===== src/rtl/lsd_pkg.sv =====
package lsd_pkg;

  // Effective delay: (coarse*16 + fine) scaled by 1/2/4, clamped to max_d
  function automatic logic [31:0] lsd_eff_delay(input logic [31:0] coarse,
                                                input logic [31:0] fine,
                                                input logic [1:0]  scale,
                                                input logic [31:0] max_d);
    logic [35:0] base;
    logic [35:0] scaled;
    base = ({4'b0, coarse} << 4) + {4'b0, fine};
    unique case (scale)
      2'd0:    scaled = base;
      2'd1:    scaled = base << 1;
      default: scaled = base << 2;
    endcase
    if (scaled > {4'b0, max_d}) return max_d;
    return scaled[31:0];
  endfunction

endpackage


===== src/rtl/lsd_cfg_regs.sv =====
module lsd_cfg_regs #(
  parameter int NCH      = 8,
  parameter int COARSE_W = 12,
  parameter int FINE_W   = 16,
  parameter int SEL_W    = 4
) (
  input  logic                          clk,
  input  logic                          rst_n,
  input  logic                          cfg_we,
  input  logic [SEL_W-1:0]              cfg_sel,
  input  logic [FINE_W-1:0]             cfg_wdata,
  input  logic                          frame_start,
  output logic [COARSE_W-1:0]           act_coarse,
  output logic [NCH-1:0][FINE_W-1:0]    act_fine,
  output logic [1:0]                    act_scale
);
  logic [COARSE_W-1:0] shd_coarse;
  logic [1:0]          shd_scale;
  logic                wr_coarse;
  logic                wr_scale;

  assign wr_coarse = cfg_we && (cfg_sel == SEL_W'(NCH));
  assign wr_scale  = cfg_we && (cfg_sel == SEL_W'(NCH + 1));

  always_ff @(posedge clk) begin
    if (!rst_n) begin
      shd_coarse <= '0;
      shd_scale  <= '0;
      act_coarse <= '0;
      act_scale  <= '0;
    end else begin
      if (wr_coarse) shd_coarse <= cfg_wdata[COARSE_W-1:0];
      if (wr_scale)  shd_scale  <= cfg_wdata[1:0];
      if (frame_start) begin
        act_coarse <= shd_coarse;
        act_scale  <= shd_scale;
      end
    end
  end

  for (genvar g = 0; g < NCH; g++) begin : g_fine
    logic [FINE_W-1:0] shd_fine;
    logic              wr_fine;
    assign wr_fine = cfg_we && (cfg_sel == SEL_W'(g));
    always_ff @(posedge clk) begin
      if (!rst_n) begin
        shd_fine    <= '0;
        act_fine[g] <= '0;
      end else begin
        if (wr_fine)     shd_fine    <= cfg_wdata;
        if (frame_start) act_fine[g] <= shd_fine;
      end
    end
  end
endmodule


===== src/rtl/lsd_seq.sv =====
module lsd_seq #(
  parameter int NCH      = 8,
  parameter int FRAME_AW = 16,
  localparam int CH_W    = $clog2(NCH),
  localparam int IDX_W   = CH_W + 1
) (
  input  logic                clk,
  input  logic                rst_n,
  input  logic                frame_tick,
  output logic                busy,
  output logic                frame_start,
  output logic [IDX_W-1:0]    req_idx,
  output logic [FRAME_AW-1:0] wptr
);
  localparam logic [IDX_W-1:0] LAST_IDX = IDX_W'(2 * NCH - 1);

  assign frame_start = frame_tick && !busy;

  always_ff @(posedge clk) begin
    if (!rst_n) begin
      busy    <= 1'b0;
      req_idx <= '0;
      wptr    <= '1;   // first frame lands on index 0
    end else if (frame_start) begin
      busy    <= 1'b1;
      req_idx <= '0;
      wptr    <= wptr + 1'b1;
    end else if (busy) begin
      if (req_idx == LAST_IDX) busy <= 1'b0;
      else                     req_idx <= req_idx + 1'b1;
    end
  end
endmodule


===== src/rtl/lsd_delay_calc.sv =====
module lsd_delay_calc #(
  parameter int NCH      = 8,
  parameter int COARSE_W = 12,
  parameter int FINE_W   = 16,
  parameter int FRAME_AW = 16
) (
  input  logic [COARSE_W-1:0]        act_coarse,
  input  logic [NCH-1:0][FINE_W-1:0] act_fine,
  input  logic [1:0]                 act_scale,
  output logic [NCH-1:0][FRAME_AW-1:0] eff_delay
);
  import lsd_pkg::*;
  localparam logic [31:0] MAX_D = 32'((64'd1 << FRAME_AW) - 64'd1);

  for (genvar g = 0; g < NCH; g++) begin : g_ch
    logic [31:0] full;
    assign full         = lsd_eff_delay(32'(act_coarse), 32'(act_fine[g]), act_scale, MAX_D);
    assign eff_delay[g] = full[FRAME_AW-1:0];
  end
endmodule


===== src/rtl/lsd_addr_gen.sv =====
module lsd_addr_gen #(
  parameter int NCH      = 8,
  parameter int FRAME_AW = 16,
  parameter int COARSE_W = 12,
  parameter int FINE_W   = 16,
  localparam int CH_W    = $clog2(NCH),
  localparam int SEL_W   = $clog2(NCH + 2),
  localparam int ADDR_W  = FRAME_AW + CH_W
) (
  input  logic              clk,
  input  logic              rst_n,
  input  logic              frame_tick,
  input  logic              cfg_we,
  input  logic [SEL_W-1:0]  cfg_sel,
  input  logic [FINE_W-1:0] cfg_wdata,
  output logic              mem_req_valid,
  output logic              mem_req_write,
  output logic [CH_W-1:0]   mem_req_ch,
  output logic [ADDR_W-1:0] mem_req_addr
);
  // named internal events for the checker
  logic                          seq_busy;
  logic                          frame_start;
  logic [CH_W:0]                 req_idx;
  logic [FRAME_AW-1:0]           wptr;
  logic [COARSE_W-1:0]           act_coarse;
  logic [NCH-1:0][FINE_W-1:0]    act_fine;
  logic [1:0]                    act_scale;
  logic [NCH-1:0][FRAME_AW-1:0]  eff_delay;
  logic [FRAME_AW-1:0]           cur_delay;
  logic [FRAME_AW-1:0]           rd_frame;

  lsd_seq #(.NCH(NCH), .FRAME_AW(FRAME_AW)) u_seq (
    .clk(clk), .rst_n(rst_n), .frame_tick(frame_tick),
    .busy(seq_busy), .frame_start(frame_start), .req_idx(req_idx), .wptr(wptr)
  );

  lsd_cfg_regs #(.NCH(NCH), .COARSE_W(COARSE_W), .FINE_W(FINE_W), .SEL_W(SEL_W)) u_cfg (
    .clk(clk), .rst_n(rst_n), .cfg_we(cfg_we), .cfg_sel(cfg_sel), .cfg_wdata(cfg_wdata),
    .frame_start(frame_start), .act_coarse(act_coarse), .act_fine(act_fine),
    .act_scale(act_scale)
  );

  lsd_delay_calc #(.NCH(NCH), .COARSE_W(COARSE_W), .FINE_W(FINE_W), .FRAME_AW(FRAME_AW)) u_dly (
    .act_coarse(act_coarse), .act_fine(act_fine), .act_scale(act_scale), .eff_delay(eff_delay)
  );

  assign mem_req_valid = seq_busy;
  assign mem_req_write = ~req_idx[0];
  assign mem_req_ch    = req_idx[CH_W:1];
  assign cur_delay     = eff_delay[mem_req_ch];
  assign rd_frame      = wptr - cur_delay;
  assign mem_req_addr  = mem_req_write ? {wptr, mem_req_ch} : {rd_frame, mem_req_ch};
endmodule


===== config.mk =====
export PLATFORM = sky130hd
export DESIGN_NAME = lsd_addr_gen
export DESIGN_NICKNAME = d
export VERILOG_FILES = /design/src/rtl/lsd_pkg.sv /design/src/rtl/lsd_cfg_regs.sv /design/src/rtl/lsd_seq.sv /design/src/rtl/lsd_delay_calc.sv /design/src/rtl/lsd_addr_gen.sv
export SDC_FILE = /design/constraint.sdc
export NUM_CORES = 1
export LEC_CHECK = 0
export BUFFER_PORTS_ARGS = -buffer_cell sky130_fd_sc_hd__buf_2
export CORE_ASPECT_RATIO = 1.5
export CORE_MARGIN = 10
export CORE_UTILIZATION = 60
export CTS_CLUSTER_DIAMETER = 40
export DETAILED_ROUTE_END_ITERATION = 12
export GPL_TIMING_DRIVEN = 0
export PLACE_DENSITY = 0.78
export SYNTH_ARGS = -nofsm -noshare
export SYNTH_HDL_FRONTEND = slang
export SYNTH_SLANG_ARGS = --single-unit

===== constraint.sdc =====
create_clock -name clk -period 15.2 [get_ports clk]
set_input_delay 0 -clock clk [delete_from_list [all_inputs] [get_ports clk]]
set_output_delay 0 -clock clk [all_outputs]
set_load 0.01 [all_outputs]

# Word-level counts from Yosys, hierarchy flattened
# Cells that the tools add are included.
dict set report word_totals {
  ff_bits 305
  latch_bits 0
  mem_bits_rw 0
  romBits 0
  inputBits 24
  out_inout_bits 24
  elab_cells 111
  memories 0
}
dict set report classes {
  n_addsub 11
  multipliers 0
  div_mod_pow 0
  n_lt_le_gt_ge 9
  eq_ne 11
  shifts 0
  muxes 38
  bitwise 3
  n_reduce_logical 16
}
# cell n
set op_table {}
lappend op_table {{$pmux W19 S2} 8}
lappend op_table {{$mux W16} 17}
lappend op_table {{$add A16 B16 Y17} 8}
lappend op_table {{$gt A19 B16 Y1 const B} 7}
lappend op_table {{$bmux W16 S3} 1}
lappend op_table {{$gt A36 B16 Y1 const B} 1}
lappend op_table {{$mux W19} 1}
lappend op_table {{$add A16 B1 Y16 const B} 1}
lappend op_table {{$eq A4 B3 Y1 const B} 4}
lappend op_table {{$sub A16 B16 Y16} 1}
lappend op_table {{$eq A4 B4 Y1 const B} 3}
lappend op_table {{$logic_and A1 B1 Y1} 11}
lappend op_table {{$mux W1} 11}
lappend op_table {{$eq A4 B2 Y1 const B} 2}
lappend op_table {{$add A4 B1 Y4 const B} 1}
lappend op_table {{$eq A4 B1 Y1 const B} 1}
lappend op_table {{$logic_not A4 Y1} 1}
lappend op_table {{$lt A3 B4 Y1 const B} 1}
lappend op_table {{$not A1 Y1} 3}
lappend op_table {{$eq A2 B1 Y1 const B} 1}
lappend op_table {{$logic_not A2 Y1} 1}
lappend op_table {{$reduce_and A2 Y1} 1}
lappend op_table {{$reduce_or A2 Y1} 1}
lappend op_table {{$logic_not A1 Y1} 1}

# Depth between registers and ports, before layout
dict set report depth {
  ltp_word 9
  mapped_depth 27
  mapped_depth_nobuf 26
}

# Cells and area by module
# From an unflattened synthesis, not the netlist that was laid out.
dict set report hier_totals {
  hier_cells 2354
  hier_area_um2 21050.2
}
# mod n_inst cells_per_inst area_each_um2 seq_area_each_um2
set modules_own_cells {}
lappend modules_own_cells {lsd_cfg_regs 1 948 10447.5 5685.5}
lappend modules_own_cells {lsd_delay_calc 1 1113 7724.9 0.0}
lappend modules_own_cells {lsd_addr_gen 1 186 1955.6 0.0}
lappend modules_own_cells {lsd_seq 1 107 922.1 420.4}

# Worst setup path after synthesis
# No wires, ideal clock.
dict set report synth_path {
  path_type {register to output}
  startpoint {register u_cfg.act_coarse[1]}
  endpoint {output mem_req_addr[17]}
  arrival_time_ns 5.457
  required_ns 15.200
  slack_ns 9.743
  path_stages_with_launch 27
  n_path_buf 1
  cell_sequence {dfxtp_1 inv_1 fa_1 nand2b_1 a21oi_1 nor4_1 o31ai_1 xnor2_1 o221a_1 buf_6 nand2b_1 a221oi_1 a21oi_1 o211ai_1 ha_1 inv_1 fa_1 a21o_1 a21oi_1 o21bai_1 a21oi_1 o21bai_1 a21oi_1 o211ai_1 a31oi_1 xnor2_1 mux2_2}
}
dict set report synth_between {
  elab_chain_cells 9
  word_cells_on_any_way 44
  classes_between {add/sub: 9; order compare: 8; mux: 27}
}
# item line_no
set synth_rtl {}
lappend synth_rtl {{start, declared} lsd_cfg_regs.sv:13} ;# output logic [COARSE_W-1:0] act_coarse,
lappend synth_rtl {{start signal, assigned} lsd_cfg_regs.sv:35} ;# act_coarse <= shd_coarse;
lappend synth_rtl {{$add A16 B16 Y17} lsd_pkg.sv:10} ;# base = ({4'b0, coarse} << 4) + {4'b0, fine};
lappend synth_rtl {{$pmux W19 S2} lsd_pkg.sv:11} ;# unique case (scale)
lappend synth_rtl {{$gt A36 B16 Y1 or $gt A19 B16 Y1 (tied branches)} lsd_pkg.sv:16} ;# if (scaled > {4'b0, max_d}) return max_d;
lappend synth_rtl {{$mux W1} lsd_pkg.sv:16}
lappend synth_rtl {{$mux W16} lsd_pkg.sv:17} ;# return scaled[31:0];
lappend synth_rtl {{$bmux W16 S3 *} lsd_addr_gen.sv:51} ;# assign cur_delay = eff_delay[mem_req_ch];
lappend synth_rtl {{$mux W16 (implied by the code) *} lsd_addr_gen.sv:51}
lappend synth_rtl {{$sub A16 B16 Y16 *} lsd_addr_gen.sv:52} ;# assign rd_frame = wptr - cur_delay;
lappend synth_rtl {{$mux W19 *} lsd_addr_gen.sv:53} ;# assign mem_req_addr = mem_req_write ? {wptr, mem_req_ch} : {rd_frame, mem_req_ch};
lappend synth_rtl {{end, declared} lsd_addr_gen.sv:19} ;# output logic [ADDR_W-1:0] mem_req_addr
# Every way passes the cells marked *; elsewhere a longest branch is shown, timed or not. The select of a mux whose other input is x is not followed.

# Worst setup path in the final report
# Same ends and word-level chain as after synthesis.

==> flow_summary.yaml <==
run_status:
  status: "finished clean"
power_and_ir_drop:
  vdd.ir_drop.worst_uv: 113
  power.leakage_nw: 8.26
  power.density_cell_area_mw_per_mm2: 82.6
worst_setup_path:
  timing.critical_path.fanout_max: 10
  arrival_ps: 8440
  critical_path_class: "reg -> out"
  critical_path.reg2reg.startpoint: "u_cfg.act_scale[0]$_SDFFE_PN0P_"
  setup.worst_path.start_class: "flop"
  worst_reg_to_reg_path_cell_count: 6
  regToRegEndpoint: "u_cfg.act_scale[0]$_SDFFE_PN0P_"
  r2r_setup_slack_ps: 11800
  worstSetupEndpointType: "primary output"
  start_point_of_the_critical_path: "u_cfg.act_coarse[1]$_SDFFE_PN0P_"
  critPathRequiredTime_ps: 15200
worst_hold_path:
  min_delay_path_depth: 6
  worstHoldStart: "cfg_sel[3]"
  min_delay_worst_endpoint: "u_cfg.shd_coarse[0]$_SDFFE_PN0P_"
  timing.hold.worst.class: "in -> reg"
logic_synthesis:
  count_of_cell_types_in_the_netlist: 74
  seq_area_frac_synth: 0.303
  syn-num-nets: 2787
  synth_cells: 2641
  syn_avg_cell_area_um2: 7.63
  post_synthesis_instance_area_mm2: 0.0201
  synth_async_sr_flop_share: 0
  synth.yosys.warnings: 0
  ys_dominant_reg_cell: "sky130_fd_sc_hd__dfxtp_1"
  ys_seq_elements: 305
  synth_enable_flop_cells: 0
clock_tree:
  h-tree-depth: 1
  clkLatencyLatePin_ps: 590
  clock_tree.root_cell: "sky130_fd_sc_hd__clkbuf_16"
  post_cts_resized: 0
  cts_tree: "built"
  cts_made_buffers: 30
  clk_pin_slew_worst_paths_ps: 70
  clock_path_buffers: 3
  postCtsSetupRepairBufs: 0
  clkSinkCount: 305
sta:
  setup-tns-final_ps: 0
  timing.final.max_slew_violations: 0
  worstMarginPinSlew_ps: 1130
  report.final.setup_viol: 0
  setup_repair_after_global_routing_missed_its_margin: "no"
  clock.fmax_mhz: 118
  timing.max_slew.rel_slack: 0.246
  final.setup_skew_ps: 12.1
  report.final.hold_viol_count: 0
  post_route_hold_slack_ps: 33.8
  fin_crit_ps: 8440
  timing.final.crit_share: 0.556
placed_design:
  port_buffers: 30
  globalplace.congestion: 1.11
  place.detailed.hpwl_um: 63100
layout:
  flow.area_growth_from_synthesis_pct: 8.81
  seq_area_mm2: 0.00611
  layout.filler_cells: 2739
  final_layout_size_suffix_gt1_frac: 0.0428
  layout.cells.most_common_list: "sky130_fd_sc_hd__nand2_1 (638), sky130_fd_sc_hd__dfxtp_1 (305), sky130_fd_sc_hd__a21boi_0 (242), sky130_fd_sc_hd__o21ai_0 (157), sky130_fd_sc_hd__clkbuf_1 (153)"
  most_common_cell_after_layout_fill_and_taps_aside: "sky130_fd_sc_hd__nand2_1"
  multi_input_comb_area_mm2: 0.0132
  finish.net_count: 2857
floorplan:
  row_count: 82
  die-area_mm2: 0.0415
  floorplan.die.height_um: 244
  floorplan.io_pins: 48
  start_util: 0.606
  die_x_um: 170
  core_area_mm2: 0.0332
drt:
  detail_route.iter0.violations: 2098
  drt_first_pass_iters: 7
  detail_route.vias_per_cell: 6.58
  vias: 20700
  detail_route.wl_per_cell_um: 25.7
  route.detailed.drc: 0
  detail-route-antenna-nets: 0
  drt-total-wl_um: 81100
global_route:
  global_route_wire_length_before_repair_um: 119000
  initial_antenna_violation_count: 1
  first_global_vias: 19800
  globalRouteOverflowTotal: 0
  globalRouteTotalUtil: 0.374
  grt_start_max_net_pins: 17
job:
  max_cap_viol_count: 0
## cell families (layout without fill, tap and decap cells)
| group | after synthesis | in the layout | share of synthesized area |
|---|---|---|---|
| XOR/XNOR | 81 | 81 | 0.0352 |
| flip-flops | 305 | 305 | 0.303 |
| AO/OA/AOI/OAI | 785 | 785 | 0.263 |
| multiplexers | 125 | 125 | 0.0628 |
| other | 0 | 1 | 0 |
| adder cells (fa/ha/maj) | 122 | 122 | 0.0791 |
| buffers and inverters | 227 | 317 | 0.0438 |
| AND/OR/NAND/NOR | 996 | 996 | 0.213 |
## metrics by stage
stage	total power [mW]	area, um2	worst slack (ps)	util	instances
after global routing	1.86	21900	6390	0.659	3151
after global placement	1.04	20800	7640	0.626	3091
after floorplan	0.978	20100	9740	-	2641
after detailed placement	1.05	20800	7460	0.626	3091
after CTS	1.80	21900	6830	0.659	3151
final	1.81	21900	6760	0.659	3152
## area by class of cell
type,count,area share
Multi-Input combinational cell,2109,0.600
Sequential cell,305,0.279
Clock buffer,35,0.0370
Buffer,176,0.0315
Tap cell,420,0.0240
Timing Repair Buffer,38,0.0105
Clock inverter,17,0.00936
Inverter,51,0.00873
Antenna cell,1,0.000114
## layer usage
metal | track usage | vias to the layer above | wire length [um]
li1 | - | 9383 | -
met1 | 0.406 | 9746 | 28100
met2 | 0.622 | 1203 | 38000
met3 | 0.0626 | 398 | 7370
met4 | 0.312 | 0 | 7690
met5 | 0 | - | 0
## synthesized netlist by cell type, types with 9 or more instances
| master | number | share of area |
|---|---|---|
| sky130_fd_sc_hd__nand2_1 | 638 | 0.12 |
| sky130_fd_sc_hd__dfxtp_1 | 305 | 0.30 |
| sky130_fd_sc_hd__a21boi_0 | 242 | 0.090 |
| sky130_fd_sc_hd__o21ai_0 | 157 | 0.039 |
| sky130_fd_sc_hd__clkbuf_1 | 151 | 0.028 |
| sky130_fd_sc_hd__a21oi_1 | 139 | 0.035 |
| sky130_fd_sc_hd__nor2_1 | 126 | 0.023 |
| sky130_fd_sc_hd__mux2i_1 | 114 | 0.057 |
| sky130_fd_sc_hd__ha_1 | 113 | 0.070 |
| sky130_fd_sc_hd__nor2b_1 | 67 | 0.021 |
| sky130_fd_sc_hd__inv_1 | 50 | 0.0093 |
| sky130_fd_sc_hd__xnor2_1 | 45 | 0.020 |
| sky130_fd_sc_hd__nor3_1 | 36 | 0.0089 |
| sky130_fd_sc_hd__xor2_1 | 36 | 0.016 |
| sky130_fd_sc_hd__a21o_1 | 31 | 0.012 |
| sky130_fd_sc_hd__a211oi_1 | 28 | 0.010 |
| sky130_fd_sc_hd__a221oi_1 | 25 | 0.011 |
| sky130_fd_sc_hd__nand2b_1 | 22 | 0.0068 |
| sky130_fd_sc_hd__o211ai_1 | 22 | 0.0082 |
| sky130_fd_sc_hd__nand3_1 | 21 | 0.0052 |
| sky130_fd_sc_hd__and3_1 | 20 | 0.0062 |
| sky130_fd_sc_hd__buf_1 | 18 | 0.0034 |
| sky130_fd_sc_hd__o21a_1 | 18 | 0.0067 |
| sky130_fd_sc_hd__a31oi_1 | 16 | 0.0050 |
| sky130_fd_sc_hd__or3_1 | 15 | 0.0047 |
| sky130_fd_sc_hd__o21bai_1 | 14 | 0.0052 |
| sky130_fd_sc_hd__mux2_2 | 11 | 0.0061 |
| sky130_fd_sc_hd__and2_1 | 10 | 0.0031 |
| sky130_fd_sc_hd__nor4_1 | 10 | 0.0031 |
| sky130_fd_sc_hd__o32ai_1 | 10 | 0.0043 |
| sky130_fd_sc_hd__a221o_1 | 9 | 0.0045 |
| sky130_fd_sc_hd__fa_1 | 9 | 0.0089 |
## power by group
group	leakage [nW]	internal (mW)	switching, mW
sequential	2.46	0.813	0.0180
clock	0.504	0.436	0.337
combinational	5.29	0.0740	0.133
total	8.26	1.32	0.488
## flip-flops by register name, indices dropped and copies added, names as in the netlist
register / cells
u_cfg.shd_coarse: 12
u_cfg.act_coarse: 12
u_seq.req_idx: 4
u_cfg.shd_scale: 2
u_cfg.act_fine: 128
u_seq.wptr: 16
u_seq.busy: 1
u_cfg.g_fine.shd_fine: 128
u_cfg.act_scale: 2
## worst max path at each step
stage / endpoint / slack, ps / cells past startpoint
global route: mem_req_addr[17] / 6390 / 26
CTS: mem_req_addr[17] / 6830 / 26
detailed placement: mem_req_addr[17] / 7460 / 26
finish: mem_req_addr[17] / 6760 / 26
floorplan: mem_req_addr[17] / 9740 / 26
global placement: mem_req_addr[17] / 7640 / 26
## repair_timing
action                                 CTS  global route
endpoints found under the hold margin   34             0
hold buffers                             8             0
setup endpoints to repair                0             0
## worst max-delay path: stages (launching register included)
cell	delay, ps
sky130_fd_sc_hd__dfxtp_1	850
sky130_fd_sc_hd__inv_1	650
sky130_fd_sc_hd__fa_1	630
sky130_fd_sc_hd__nor2b_1	150
sky130_fd_sc_hd__o2111ai_1	170
sky130_fd_sc_hd__a311o_1	390
sky130_fd_sc_hd__a21oi_1	270
sky130_fd_sc_hd__a2111oi_0	150
sky130_fd_sc_hd__o21ai_1	650
sky130_fd_sc_hd__inv_1	330
sky130_fd_sc_hd__nor2_1	150
sky130_fd_sc_hd__o21ai_0	140
sky130_fd_sc_hd__o211ai_1	310
sky130_fd_sc_hd__ha_1	280
sky130_fd_sc_hd__inv_1	60
sky130_fd_sc_hd__fa_1	400
sky130_fd_sc_hd__a21o_1	200
sky130_fd_sc_hd__a21oi_1	250
sky130_fd_sc_hd__o21bai_1	90
sky130_fd_sc_hd__a21oi_1	250
sky130_fd_sc_hd__o21bai_1	110
sky130_fd_sc_hd__a21oi_1	400
sky130_fd_sc_hd__o211ai_1	220
sky130_fd_sc_hd__a31oi_1	260
sky130_fd_sc_hd__xnor2_1	90
sky130_fd_sc_hd__mux2_2	260
sky130_fd_sc_hd__buf_2	140
Power figures use the tool's default switching activity.
